--- src/rtl/isu_pkg.sv ---
package isu_pkg;
  localparam int unsigned EVT_W = 32;

  localparam int unsigned B_RSP_ERR  = 1;
  localparam int unsigned B_CMD_DONE = 2;
  localparam int unsigned B_DAT_OVER = 3;
  localparam int unsigned B_TX_REQ   = 4;
  localparam int unsigned B_RX_REQ   = 5;
  localparam int unsigned B_RSP_CRC  = 6;
  localparam int unsigned B_DAT_CRC  = 7;
  localparam int unsigned B_RSP_TO   = 8;
  localparam int unsigned B_DAT_TO   = 9;
  localparam int unsigned B_VOLT_OK  = 10;
  localparam int unsigned B_FIFO_ERR = 11;
  localparam int unsigned B_HW_LOCK  = 12;
  localparam int unsigned B_SBIT_ERR = 13;
  localparam int unsigned B_AUTO_OK  = 14;
  localparam int unsigned B_EBIT_ERR = 15;
  localparam int unsigned B_SDIO     = 16;
  localparam int unsigned B_CARD_IN  = 30;
  localparam int unsigned B_CARD_OUT = 31;

  function automatic logic [EVT_W-1:0] bit_at(input int unsigned idx);
    return EVT_W'(1) << idx;
  endfunction

  // contiguous run of ones from lo to hi inclusive
  function automatic logic [EVT_W-1:0] span(input int unsigned lo, input int unsigned hi);
    logic [EVT_W-1:0] v;
    v = '0;
    for (int unsigned k = 0; k < EVT_W; k++)
      if (k >= lo && k <= hi) v[k] = 1'b1;
    return v;
  endfunction

  localparam logic [EVT_W-1:0] IMPL_BITS =
    span(B_RSP_ERR, B_SDIO) | bit_at(B_CARD_IN) | bit_at(B_CARD_OUT);

  localparam logic [EVT_W-1:0] ERR_BITS =
    bit_at(B_RSP_ERR) | bit_at(B_RSP_CRC) | bit_at(B_DAT_CRC) |
    bit_at(B_RSP_TO)  | bit_at(B_DAT_TO)  | bit_at(B_FIFO_ERR) |
    bit_at(B_HW_LOCK) | bit_at(B_SBIT_ERR) | bit_at(B_EBIT_ERR);

  localparam logic [EVT_W-1:0] DONE_BITS =
    bit_at(B_CMD_DONE) | bit_at(B_DAT_OVER) | bit_at(B_VOLT_OK) | bit_at(B_AUTO_OK);

  // next pending value: clear selected bits, then let new events win
  function automatic logic [EVT_W-1:0] next_pending(
      input logic [EVT_W-1:0] cur, input logic [EVT_W-1:0] clr,
      input logic [EVT_W-1:0] evt, input logic [EVT_W-1:0] impl);
    return ((cur & ~clr) | evt) & impl;
  endfunction

  function automatic logic group_hit(input logic [EVT_W-1:0] v, input logic [EVT_W-1:0] grp);
    return |(v & grp);
  endfunction
endpackage

--- src/rtl/isu_pending_bank.sv ---
module isu_pending_bank #(
  parameter int unsigned W = 32,
  parameter logic [W-1:0] IMPL = '1
) (
  input  logic         clk,
  input  logic         rst_n,
  input  logic [W-1:0] evt,
  input  logic         clr_we,
  input  logic [W-1:0] clr_data,
  output logic [W-1:0] pending,
  output logic [W-1:0] clr_eff
);
  logic [W-1:0] pend_q;
  logic [W-1:0] pend_d;

  assign clr_eff = clr_we ? clr_data : '0;
  assign pend_d  = ((pend_q & ~clr_eff) | evt) & IMPL;

  always_ff @(posedge clk or negedge rst_n) begin
    if (!rst_n) pend_q <= '0;
    else        pend_q <= pend_d;
  end

  assign pending = pend_q;
endmodule

--- src/rtl/isu_wr_reg.sv ---
module isu_wr_reg #(
  parameter int unsigned W = 32
) (
  input  logic         clk,
  input  logic         rst_n,
  input  logic         we,
  input  logic [W-1:0] wdata,
  output logic [W-1:0] q
);
  always_ff @(posedge clk or negedge rst_n) begin
    if (!rst_n)  q <= '0;
    else if (we) q <= wdata;
  end
endmodule

--- src/rtl/isu_combine.sv ---
module isu_combine #(
  parameter int unsigned W = 32,
  parameter logic [W-1:0] ERR_GRP = '0,
  parameter logic [W-1:0] DONE_GRP = '0
) (
  input  logic [W-1:0] pending,
  input  logic [W-1:0] mask,
  input  logic         gie,
  output logic [W-1:0] masked,
  output logic         any_masked,
  output logic         err_sum,
  output logic         done_sum,
  output logic         irq
);
  for (genvar i = 0; i < W; i++) begin : g_bit
    assign masked[i] = pending[i] & mask[i];
  end

  assign any_masked = |masked;
  assign err_sum    = |(masked & ERR_GRP);
  assign done_sum   = |(masked & DONE_GRP);
  assign irq        = gie & any_masked;
endmodule

--- src/rtl/irq_status_unit.sv ---
module irq_status_unit
  import isu_pkg::*;
#(
  parameter int unsigned W = EVT_W,
  parameter logic [W-1:0] IMPL_MASK = IMPL_BITS,
  parameter logic [W-1:0] ERR_MASK = ERR_BITS,
  parameter logic [W-1:0] DONE_MASK = DONE_BITS
) (
  input  logic         clk,
  input  logic         rst_n,
  input  logic [W-1:0] evt_i,
  input  logic         clr_we_i,
  input  logic [W-1:0] clr_data_i,
  input  logic         mask_we_i,
  input  logic [W-1:0] mask_data_i,
  input  logic         irq_en_we_i,
  input  logic         irq_en_wdata_i,
  output logic [W-1:0] raw_o,
  output logic [W-1:0] mask_o,
  output logic [W-1:0] masked_o,
  output logic         irq_o,
  output logic         err_sum_o,
  output logic         done_sum_o
);
  logic [W-1:0] clr_eff;
  logic [0:0]   gie_q;
  logic         any_masked;

  isu_pending_bank #(.W(W), .IMPL(IMPL_MASK)) u_pend (
    .clk(clk), .rst_n(rst_n), .evt(evt_i), .clr_we(clr_we_i),
    .clr_data(clr_data_i), .pending(raw_o), .clr_eff(clr_eff)
  );

  isu_wr_reg #(.W(W)) u_mask (
    .clk(clk), .rst_n(rst_n), .we(mask_we_i), .wdata(mask_data_i), .q(mask_o)
  );

  isu_wr_reg #(.W(1)) u_gie (
    .clk(clk), .rst_n(rst_n), .we(irq_en_we_i), .wdata(irq_en_wdata_i), .q(gie_q)
  );

  isu_combine #(.W(W), .ERR_GRP(ERR_MASK), .DONE_GRP(DONE_MASK)) u_comb (
    .pending(raw_o), .mask(mask_o), .gie(gie_q[0]), .masked(masked_o),
    .any_masked(any_masked), .err_sum(err_sum_o), .done_sum(done_sum_o), .irq(irq_o)
  );
endmodule

--- config.mk ---
export PLATFORM = sky130hd
export DESIGN_NAME = irq_status_unit
export DESIGN_NICKNAME = d
export VERILOG_FILES = /design/src/rtl/isu_pkg.sv /design/src/rtl/isu_pending_bank.sv /design/src/rtl/isu_wr_reg.sv /design/src/rtl/isu_combine.sv /design/src/rtl/irq_status_unit.sv
export SDC_FILE = /design/constraint.sdc
export NUM_CORES = 1
export LEC_CHECK = 0
export ABC_AREA = 1
export BUFFER_PORTS_ARGS = -buffer_cell sky130_fd_sc_hd__buf_4
export CAP_MARGIN = 15
export CORE_MARGIN = 4
export CORE_UTILIZATION = 30
export CTS_CLUSTER_SIZE = 10
export DETAILED_ROUTE_END_ITERATION = 12
export GPL_TIMING_DRIVEN = 0
export SLEW_MARGIN = 30
export SYNTH_ARGS = -nofsm -noshare
export SYNTH_HDL_FRONTEND = slang
export SYNTH_SLANG_ARGS = --single-unit
export TNS_END_PERCENT = 50
--- constraint.sdc ---
create_clock -name clk -period 1.3 [get_ports clk]
set_input_delay 0 -clock clk [delete_from_list [all_inputs] [get_ports clk]]
set_output_delay 0 -clock clk [all_outputs]
set_load 0.02 [all_outputs]
---- Word-level counts from Yosys, hierarchy flattened ----
Index checks and enable logic that the tools add are counted.
word-level totals
  bits in registers ....................... 51
  input bits .............................. 102
  word-level logic and storage cells ...... 29
cells by class
  multiplexer cells ....................... 1
  bitwise gates (word level) .............. 22
  reduce and logical (&&, ||, !) cells .... 3
operators with widths
  operator             count
  bitwise AND 32 bit   1
  2-to-1 mux 32 bit    1
  NOT 32 bit           1
  OR 32 bit            1
  bitwise AND 1 bit    19
  OR reduction 18 bit  1
  OR reduction 9 bit   1
  OR reduction 4 bit   1

---- Longest topological paths before layout ----
  depth in word-level cells ............... 4
  gate-level depth with buffers ........... 6
  mapped depth without buffers ............ 6

---- Cells and area by module ----
From an unflattened synthesis, not the netlist that was laid out.
second synthesis, totals
  cell total of the unflattened synthesis .. 394
  area total of the unflattened synthesis .. 2748.9 um2
modules (own cells, without submodules)
  module                times used  cells an instance  area an instance (um2)  sequential area each (um2)
  isu_wr_reg at u_mask  1           136                1292.5                  800.8
  isu_pending_bank      1           154                1032.2                  450.4
  isu_combine           1           99                 384.1                   0.0
  isu_wr_reg at u_gie   1           5                  40.0                    25.0

---- Worst setup path before layout ----
OpenSTA, ideal clock, no wires.
  path kind ............................... flip-flop to output port
  from .................................... reg u_pend.pend_q[1], in the netlist u_pend.pending[1]
  to ...................................... out irq_o
  arrival time ............................ 1047 ps
  path slack .............................. 253 ps
  stages on the path, launching flop included .. 7
  buffers on the path ..................... 0
  path through ............................ dfrtp_1 > nand2_1 > nand2_1 > nor2_1 > nand3_1 > nor2_1 > nor2_1
on the way
  longest elaborated chain between the ends .. 3
ends and longest elaborated chain
  element                 RTL line                text
  start, declared         isu_pending_bank.sv:13  logic [W-1:0] pend_q;
  start signal, assigned  isu_pending_bank.sv:21  else pend_q <= pend_d;
  bitwise AND 1 bit       isu_combine.sv:16       assign masked[i] = pending[i] & mask[i];
  OR reduction 18 bit     isu_combine.sv:19       assign any_masked = |masked;
  bitwise AND 1 bit       isu_combine.sv:22       assign irq = gie & any_masked;
  end, declared           irq_status_unit.sv:21   output logic irq_o,
Every way passes these cells.

---- Worst setup path after layout ----
  from .................................... reg u_mask.q[9]
  to ...................................... out irq_o
on the way
  longest elaborated chain between the ends .. 3
ends and longest elaborated chain
  element                 RTL line           text
  start, declared         isu_wr_reg.sv:8    output logic [W-1:0] q
  start signal, assigned  isu_wr_reg.sv:12   else if (we) q <= wdata;
  bitwise AND 1 bit       isu_combine.sv:16
  OR reduction 18 bit     isu_combine.sv:19
  bitwise AND 1 bit       isu_combine.sv:22
Every way passes these cells.

==> reports/metrics.yaml <==
run_status:
  status: "complete, but fails checks"
  violations: "negative setup slack"
global_route:
  grt_usage_pct: 16.9
  antenna_found_initial: 0
  grt_max_degree: 52
  grt_remaining_overflow: 0
  grt_pass1_wl_um: 13200
  grt_pass1_vias: 2667
timing:
  max_freq_mhz: 731
  setup_tns_ns: -0.100
  min_period_ns: 1.37
  setup_ws_ns: -0.0679
  fin_skew_ns: 0
  final-setup-viol-count: 2
  drv_slew: 0
  whs_ns: 0.0989
  rsz0062_at_grt: "true"
  finalHoldViolations: 0
  slew_headroom_pct: 56.7
  tightest_slew_ns: 0.650
  post-route-period-util_pct: 105
drt:
  drc_errors: 0
  wire_per_inst_um: 13.8
  drt_iter0_drc: 34
  finalWirelength_um: 8240
  dr.pass1.iters: 4
  viasPerCell: 4.08
  vias: 2429
  ant_nets: 0
final_layout:
  n_fill_cell: 641
  post-route-util_pct: 62.6
  final_area_um2: 4940
  nets: 595
  drive_above_1_share_pct: 55.2
  num_antenna_cells: 0
  syn_to_final_growth_pct: 99.4
floorplan:
  die_area_um2: 9770
  die_h_um: 98.9
  pin_count: 201
  fp.dieW_um: 98.9
  initial_core_util_pct: 31.4
  rows: 32
  coreArea_um2: 7890
synth:
  synth-xor-area-share_pct: 0
  synth_cells: 213
  ys_seq_area_share_pct: 51.5
  synth_compound_area_share_pct: 5.66
  synth_top_family_by_area: "multiplexers"
  synthMuxAreaShare_pct: 19.1
  synth_area_per_cell_um2: 11.6
  synth_seq_cells: 51
  yosys_warnings: 0
  yosys.area_share.simple_pct: 8.64
  synth_fa_ha_area_share_pct: 0
  syn_area_um2: 2480
  ys_types: 14
setup_path:
  required_ns: 1.30
  crit_fanout: 3
  cp_data_arrival_time_ns: 1.37
  crit_type: "flip-flop to output port"
  startpoint_type: "flip-flop"
  cp-end-kind: "output port"
clock_network:
  cts_root_buf: "clkbuf_8"
  clockBufferDepth: 2
  htree_levels: 2
  cts_buffers: 5
  clkTransAtPathRegs_ns: 0.09
  cts_tree: "built"
  clk-insertion-delay-late_ns: 0.30
  cts_num_sinks: 51
pwr:
  power_density_nw_per_um2: 940
  finalPower_w: 0.00464
  cellLeakagePower_nw: 2.64
  ir_worst_vdd_mv: 0.509
job:
  max-cap-violations: 0
placed_design:
  gp_congestion: 0.749
  dp_hpwl_um: 5470
  port_buffers: 142
  place_area_um2: 3770
worst_hold_path:
  hold_path_class: "input port to flip-flop"
## through the flow
| step | setup slack [ns] | std cells |
|---|---|---|
| global placement | 0.0555 | 484 |
| detailed placement | 0.0474 | 484 |
| global route | -0.169 | 595 |
| finish | -0.0679 | 595 |
| floorplan | 0.253 | 240 |
| CTS | -0.135 | 581 |
## state kept, by name, indices dropped and copies added, names as in the netlist
signal / count
u_gie.q: 1
u_mask.q: 32
u_pend.pending: 18
## cells in the final DEF (no fill, tap or decap), drive strengths merged, types with 5 or more instances in the layout
cell / instances
nand2: 47
mux2: 32
clkbuf: 5
conb: 28
inv: 20
dfrtp: 51
nor2: 6
dlygate4sd3: 67
buf: 208
a21o: 18
dlymetal6s4s: 5
## per-layer routing
layer	vias to the layer above	GRT usage [%]	wire length (um)
met2	112	31.5	4330
met1	1133	18.4	3050
met3	11	5.45	759
met5	-	0	0
li1	1173	-	-
met4	0	4.10	105
## cells in the mapped netlist
| library cell | number | area share (%) |
|---|---|---|
| a21o_1 | 18 | 5.5 |
| buf_12 | 3 | 2.4 |
| buf_2 | 1 | 0.20 |
| buf_4 | 29 | 8.8 |
| buf_6 | 1 | 0.45 |
| conb_1 | 1 | 0.15 |
| dfrtp_1 | 51 | 52 |
| inv_1 | 20 | 3.0 |
| mux2_2 | 2 | 0.91 |
| mux2_4 | 30 | 18 |
| nand2_1 | 47 | 7.1 |
| nand3_1 | 3 | 0.61 |
| nor2_1 | 6 | 0.91 |
| o21ai_0 | 1 | 0.20 |
## power breakdown
group,total (W),switching [W],internal [W],leakage [nW]
sequential,0.00183,0.000103,0.00172,0.567
combinational,0.00173,0.000784,0.000943,2.02
clock,0.00108,0.000521,0.000563,0.0502
total,0.00464,0.00141,0.00323,2.64
## worst paths after layout
kind,slack (ns),start,endpoint,cells after the start
max in group asynchronous,0.60,rst_n,u_pend.pending[4],2
hold / removal,0.1,clr_we_i,u_pend.pending[6],3
setup reg to reg,0.01,u_pend.pending[16],u_pend.pending[16],2
min in group asynchronous,0.27,rst_n,u_mask.q[20],2
setup / recovery,-0.07,u_mask.q[9],irq_o,7
hold reg to reg,0.52,u_mask.q[22],u_mask.q[22],1
## logic make-up after synthesis
kind of cell | after synthesis
muxes | 32
DFF | 51
other | 1
AOI/OAI and AO/OA | 19
buffers and inverters | 54
and+or+nand+nor | 56
## what timing repair did
item	in CTS	in global routing
resized for setup	11	23
hold buffers	72	0
pin swaps	6	6
hold endpoints to repair	102	0
endpoints found under the setup margin	2	2
setup buffers	18	14
cloned	0	0
## critical path: stages (launching register included)
cell and delay (ns):
dfrtp_1 0.43, nand2_2 0.09, nand2_2 0.07, nor2_4 0.13, nand2_2 0.07, nor2_2 0.10, nor2_1 0.04, buf_4 0.15
## layout make-up
cell class	count	area, um^2	area share (%)
Inverter	20	75.1	1.52
Timing Repair Buffer	246	2040	41.4
Multi-Input combinational cell	135	1010	20.6
Clock inverter	2	37.5	0.760
Tap cell	102	128	2.58
Sequential cell	51	1280	25.8
Clock buffer	5	68.8	1.39
Buffer	34	294	5.96
Power figures use the tool's default switching activity.
